`src/rtl/lcdtx_pkg.sv`:
```
package lcdtx_pkg;

  typedef enum logic [1:0] {
    ST_IDLE  = 2'd0,
    ST_SHIFT = 2'd1,
    ST_FIN   = 2'd2
  } tx_state_e;

  // System clocks during which chip select is low for one byte.
  function automatic int unsigned frame_cycles(int unsigned half_div,
                                               int unsigned nbits);
    return 2 * half_div * nbits;
  endfunction

  // Width of a counter that indexes nbits positions.
  function automatic int unsigned idx_width(int unsigned nbits);
    return (nbits > 1) ? $clog2(nbits) : 1;
  endfunction

endpackage

```
`src/rtl/lcdtx_halfper.sv`:
```
// Produces one tick per serial half period while a frame runs.
module lcdtx_halfper #(
  parameter int unsigned HALF_DIV = 2
) (
  input  logic clk,
  input  logic rst_n,
  input  logic run,
  output logic half_tick
);

  generate
    if (HALF_DIV <= 1) begin : g_every
      assign half_tick = run;
    end else begin : g_count
      localparam int unsigned CW = $clog2(HALF_DIV);
      localparam logic [CW-1:0] LAST = CW'(HALF_DIV - 1);
      logic [CW-1:0] cnt;

      assign half_tick = run && (cnt == LAST);

      always_ff @(posedge clk or negedge rst_n) begin
        if (!rst_n) begin
          cnt <= '0;
        end else if (!run || half_tick) begin
          cnt <= '0;
        end else begin
          cnt <= cnt + 1'b1;
        end
      end
    end
  endgenerate

endmodule

```
`src/rtl/lcdtx_engine.sv`:
```
// Frame sequencer: accepts a byte, shifts it MSB first, closes the frame.
module lcdtx_engine
  import lcdtx_pkg::*;
#(
  parameter int unsigned DATA_W    = 8,
  parameter int unsigned CPOL_IDLE = 0
) (
  input  logic              clk,
  input  logic              rst_n,
  input  logic              in_valid,
  input  logic [DATA_W-1:0] in_byte,
  input  logic              in_is_data,
  input  logic              half_tick,
  output logic              in_ready,
  output logic              run,
  output logic              accept,
  output logic              frame_end,
  output logic              sclk,
  output logic              mosi,
  output logic              cs_n,
  output logic              rs,
  output logic              busy,
  output logic              done
);

  localparam int unsigned   BW       = idx_width(DATA_W);
  localparam logic [BW-1:0] LAST_BIT = BW'(DATA_W - 1);
  localparam logic          IDLE_LVL = (CPOL_IDLE != 0);

  tx_state_e         state;
  logic [DATA_W-1:0] shreg;
  logic [BW-1:0]     bit_idx;
  logic              phase_hi;
  logic              rs_q;
  logic              done_q;
  logic              in_frame;

  assign in_frame  = (state == ST_SHIFT);
  assign in_ready  = (state == ST_IDLE);
  assign accept    = in_valid && in_ready;
  assign frame_end = in_frame && half_tick && phase_hi && (bit_idx == LAST_BIT);
  assign run       = in_frame;

  always_ff @(posedge clk or negedge rst_n) begin
    if (!rst_n) begin
      state    <= ST_IDLE;
      shreg    <= '0;
      bit_idx  <= '0;
      phase_hi <= 1'b0;
      rs_q     <= 1'b1;
      done_q   <= 1'b0;
    end else begin
      done_q <= (state == ST_FIN);
      case (state)
        ST_IDLE: begin
          if (accept) begin
            shreg    <= in_byte;
            rs_q     <= in_is_data;
            bit_idx  <= '0;
            phase_hi <= 1'b0;
            state    <= ST_SHIFT;
          end
        end
        ST_SHIFT: begin
          if (half_tick) begin
            if (!phase_hi) begin
              phase_hi <= 1'b1;
            end else if (frame_end) begin
              state <= ST_FIN;
            end else begin
              phase_hi <= 1'b0;
              bit_idx  <= bit_idx + 1'b1;
              shreg    <= {shreg[DATA_W-2:0], 1'b0};
            end
          end
        end
        ST_FIN: begin
          rs_q  <= 1'b1;
          state <= ST_IDLE;
        end
        default: state <= ST_IDLE;
      endcase
    end
  end

  assign cs_n = !in_frame;
  assign rs   = in_frame ? rs_q : 1'b1;
  assign sclk = in_frame ? phase_hi : IDLE_LVL;
  assign mosi = in_frame ? shreg[DATA_W-1] : 1'b0;
  assign busy = !in_ready;
  assign done = done_q;

endmodule

```
`src/rtl/lcd_serial_tx.sv`:
```
module lcd_serial_tx #(
  parameter int unsigned DATA_W    = 8,
  parameter int unsigned HALF_DIV  = 2,
  parameter int unsigned CPOL_IDLE = 0
) (
  input  logic              clk,
  input  logic              rst_n,
  input  logic              in_valid,
  output logic              in_ready,
  input  logic [DATA_W-1:0] in_byte,
  input  logic              in_is_data,
  input  logic              miso,
  output logic              sclk,
  output logic              mosi,
  output logic              cs_n,
  output logic              rs,
  output logic              busy,
  output logic              done
);

  // Internal events, named for the bound checker.
  logic half_tick;
  logic run;
  logic accept;
  logic frame_end;

  lcdtx_halfper #(
    .HALF_DIV (HALF_DIV)
  ) u_div (
    .clk       (clk),
    .rst_n     (rst_n),
    .run       (run),
    .half_tick (half_tick)
  );

  lcdtx_engine #(
    .DATA_W    (DATA_W),
    .CPOL_IDLE (CPOL_IDLE)
  ) u_eng (
    .clk        (clk),
    .rst_n      (rst_n),
    .in_valid   (in_valid),
    .in_byte    (in_byte),
    .in_is_data (in_is_data),
    .half_tick  (half_tick),
    .in_ready   (in_ready),
    .run        (run),
    .accept     (accept),
    .frame_end  (frame_end),
    .sclk       (sclk),
    .mosi       (mosi),
    .cs_n       (cs_n),
    .rs         (rs),
    .busy       (busy),
    .done       (done)
  );

endmodule

```
`config.mk`:
```
export PLATFORM = sky130hd
export DESIGN_NAME = lcd_serial_tx
export DESIGN_NICKNAME = d
export VERILOG_FILES = /design/src/rtl/lcdtx_pkg.sv /design/src/rtl/lcdtx_halfper.sv /design/src/rtl/lcdtx_engine.sv /design/src/rtl/lcd_serial_tx.sv
export SDC_FILE = /design/constraint.sdc
export NUM_CORES = 1
export LEC_CHECK = 0
export CORE_AREA = 8 8 52 54
export CTS_CLUSTER_DIAMETER = 60
export DETAILED_ROUTE_END_ITERATION = 10
export DIE_AREA = 0 0 60 62
export PLACE_DENSITY = 0.72
export SLEW_MARGIN = 20
export SYNTH_ARGS = -nofsm -noshare
export SYNTH_HDL_FRONTEND = slang
export SYNTH_HIERARCHICAL = 1
export SYNTH_SLANG_ARGS = --single-unit
```
`constraint.sdc`:
```
create_clock -name clk -period 2.6 [get_ports clk]
set_clock_uncertainty 0.1 [all_clocks]
set_input_delay 0.78 -clock clk [delete_from_list [all_inputs] [get_ports clk]]
set_output_delay 0.78 -clock clk [all_outputs]
set_load 0.05 [all_outputs]
```
# Word level (Yosys, flattened, before mapping)
# Index checks and enable logic that the tools add are counted.
# Widths: inputs -> output; s select.
dict set report op_classes {
  add_sub_neg 2
  n_eq_ne 8
  n_mux 26
  reduce_logical 15
}
# op count
set ops {}
lappend ops {{$mux 8} 4}
lappend ops {{$pmux 8 s2} 1}
lappend ops {{$mux 3} 4}
lappend ops {{$mux 1} 9}
lappend ops {{$mux 2} 4}
lappend ops {{$ne 2x2->1 const B} 4}
lappend ops {{$pmux 3 s2} 1}
lappend ops {{$logic_and 1x1->1} 5}
lappend ops {{$reduce_and 5->1} 1}
lappend ops {{$pmux 1 s2} 2}
lappend ops {{$pmux 2 s2} 1}
lappend ops {{$reduce_and 4->1} 1}
lappend ops {{$reduce_bool 2->1} 2}
lappend ops {{$add 3x1->3 const B} 1}
lappend ops {{$eq 3x3->1 const B} 1}
lappend ops {{$reduce_and 3->1} 1}
lappend ops {{$eq 2x1->1 const B} 1}
lappend ops {{$eq 2x2->1 const B} 1}
lappend ops {{$logic_not 1->1} 2}
lappend ops {{$logic_not 2->1} 1}
lappend ops {{$ne 2x1->1 const B} 1}
lappend ops {{$reduce_and 2->1} 1}
lappend ops {{$add 1x1->1 const B} 1}
lappend ops {{$logic_or 1x1->1} 1}
dict set report word_totals {
  register_bits 17
  in_bits 13
}

# Longest topological paths before layout
dict set report logic_depth {
  depth_word 9
  depth_mapped 6
}

# Hierarchy
# Netlist, hierarchy kept.
# mod n_inst cells_each area_each_um2 seq_area_each_um2
set modules_own_cells {}
lappend modules_own_cells {lcdtx_engine 1 75 814.5 401.6}
lappend modules_own_cells {lcdtx_halfper 1 3 41.3 25.0}

# Worst setup path after synthesis
# OpenSTA, ideal clock, no wires.
dict set report synth_timing {
  path_kind {register -> output}
  start {reg u_eng.state[0]}
  end {out busy}
  arrival_time_ps 1758
  required_time_ps 1720
  setup_slack_ps -38
  path_stages_with_launch 4
  n_path_buf 1
  path_cell_list {dfrtp_1 buf_2 nor2_1 inv_1}
}
dict set report synth_via {
  elab_chain_cells 2
}
# item line
set synth_rtl {}
lappend synth_rtl {{start, declared} lcdtx_engine.sv:30} ;# tx_state_e state;
lappend synth_rtl {{start signal, assigned} lcdtx_engine.sv:46} ;# state <= ST_IDLE;
lappend synth_rtl {{start signal, assigned} lcdtx_engine.sv:61} ;# state <= ST_SHIFT;
lappend synth_rtl {{start signal, assigned} lcdtx_engine.sv:69} ;# state <= ST_FIN;
lappend synth_rtl {{$logic_not 2->1} lcdtx_engine.sv:39} ;# assign in_ready = (state == ST_IDLE);
lappend synth_rtl {{net in_ready} lcd_serial_tx.sv:9} ;# output logic in_ready,
lappend synth_rtl {{$logic_not 1->1} lcdtx_engine.sv:90} ;# assign busy = !in_ready;
lappend synth_rtl {{end, declared} lcd_serial_tx.sv:17} ;# output logic busy,
# The timed path passes the listed nets, and every way through them passes these cells.

# Worst setup path after layout
dict set report layout_timing {
  start {reg u_eng.state[1]}
  end {out mosi}
}
dict set report layout_via {
  elab_chain_cells 2
}
# item line
set layout_rtl {}
lappend layout_rtl {{$eq 2x1->1} lcdtx_engine.sv:38} ;# assign in_frame = (state == ST_SHIFT);
lappend layout_rtl {{net run} lcd_serial_tx.sv:23} ;# logic run;
lappend layout_rtl {{$mux 1} lcdtx_engine.sv:89} ;# assign mosi = in_frame ? shreg[DATA_W-1] : 1'b0;
lappend layout_rtl {{end, declared} lcd_serial_tx.sv:14} ;# output logic mosi,
# The timed path passes the listed nets, and every way through them passes these cells.

==> reports/qor.yml <==
synth_nets: 92
ys_warn_count: 6
diodes: 0
cp.required_ns: 1.72
syn_avg_cell_area_um2: 11.07
fin_crit_ns: 2.363
worst_pin_slew_ns: 0.4939
endpoint_kind: "output port"
switching_power_uw: 600.6
start_util: 0.4480
drv_cap: 0
detail_route.wl_per_cell_um: 13.78
grt_pass1_wl_um: 2808
slew_viol_final: 0
crit_path_start: "u_eng/state[1]"
drt_wl_total_um: 1750
rsz0062_at_grt: "no"
clk_pin_slew_ns: 0.10
regToRegStartpoint: "u_eng/state[1]"
cts_buffers: 3
final_cell_mix: "16 x dfrtp_1, 12 x clkdlybuf4s50_1, 9 x nand3_1"
antenna_found_initial: 0
nFillCells: 160
grt_max_degree: 18
vias_per_cell: 5.181
final_common_cell: "dfrtp_1"
firstDrtPassIters: 4
pwr_density_cell_mw_per_mm2: 1250
vias: 658
ir_drop_mv: 0.6922
fmax_mhz: 423.2
nNetsFinal: 116
ant_nets: 0
p_sw_frac: 0.4287
route.detailed.drc: 0
finalHoldViolCount: 0
placed_cells: 123
cts.sinks: 17
drtIter0Drc: 25
die_w_um: 60
internal_power_uw: 800.5
power_frac_clock: 0.100
grt_pass1_vias: 593
clk_path_buf_depth: 2
num_io_pins: 20
fin_cells: 127
setup_tns_ns: 0
dpl.hpwl_um: 1224
period_share: 0.9088
p_leak_uw: 0.0004827
grt_use_total: 0.1021
outcome: "finished clean"
crit_type: "reg -> out"
seqPwrFrac: 0.323
place.gp.congestion: 0.7244
placed_cell_area_mm2: 0.001089
cts_setup_buffers: 0
synth_cells: 77
grt_overflow_total: 0
clock_latency_ns: 0.29
power_frac_comb: 0.577
root_buffer: "clkbuf_4"
die_area_mm2: 0.003720
rrSetupSlack_ns: 0.63
area_growth_pct: 31.57
io_buffers: 18
die_h_um: 62
h-tree-depth: 1
worst_setup_path_start_kind: "register"
slew_headroom: 0.6697
cp_max_fo: 12
finalInstanceArea_mm2: 0.001121
cts_tree: "yes"
drive_gt1_frac: 0.2800
core_mm2: 0.001902
hp-start: "u_eng/rs_q"
setup_violations: 0
min_path_type: "reg -> reg"
arrival_ns: 1.48
rows: 16
synth_area_um2: 852.1
[metal layers]
layer | wire length, um | global-route usage
met4 | 27 | 0.08503
met3 | 84 | 0.02263
met2 | 822 | 0.1585
met5 | 0 | 0
met1 | 815 | 0.1185
[final timing paths]
kind / endpoint / depth (start not counted)
setup / recovery: mosi / 3
hold / removal: u_eng/rs_q / 2
setup reg to reg: u_eng/shreg[7] / 5
hold reg to reg: u_eng/rs_q / 2
max in group asynchronous: u_eng/rs_q / 2
min in group asynchronous: u_eng/bit_idx[1] / 2
[power by group through the flow]
| stage | sequential [uW] | clock, uW | combinational (uW) |
|---|---|---|---|
| floorplan | 439 | 0 | 568 |
| global placement | 450 | 0 | 787 |
| detailed placement | 455 | 0 | 800 |
| CTS | 450 | 148 | 809 |
| global route | 466 | 162 | 867 |
| finish | 453 | 140 | 808 |
[stage by stage]
step	hold WS, ns	utilization	power, uW	worst slack, ns
2_1_floorplan	0.3642	-	1008	0.2961
3_3_place_gp	0.3771	0.5724	1237	0.3599
3_5_place_dp	0.3837	0.5724	1255	0.3694
4_1_cts	0.3999	0.5868	1407	0.07699
5_1_grt	0.4437	0.5895	1495	0.1278
6_report	0.3958	0.5895	1401	0.2372
[timing repair]
item / CTS / global route
gates resized for setup: 0 / 1
endpoints found under the setup margin: 0 / 2
hold buffers: 0 / 0
[state kept, by name, indices dropped and copies added (netlist names)]
name / cells
u_eng/shreg: 8
u_eng/bit_idx: 3
u_eng/state: 2
u_div/g_count.cnt: 1
u_eng/done: 1
u_eng/phase_hi: 1
u_eng/rs_q: 1
[worst max-delay path, stage by stage, from the launching register on]
cell	delay (ns)
dfrtp_1	0.50
nor2b_4	0.31
and2_1	0.23
buf_12	0.15
[layout make-up]
| type | instances | area [um2] | share of cell area |
|---|---|---|---|
| tap | 27 | 33.78 | 0.03013 |
| timing repair buffer | 21 | 212.7 | 0.1897 |
| clock inverter | 1 | 5.005 | 0.004464 |
| sequential | 17 | 426.7 | 0.3806 |
| clock buffer | 3 | 22.52 | 0.02009 |
| multi-input combinational | 54 | 405.4 | 0.3616 |
| inverter | 4 | 15.01 | 0.01339 |
(Power assumes the default switching activity.)
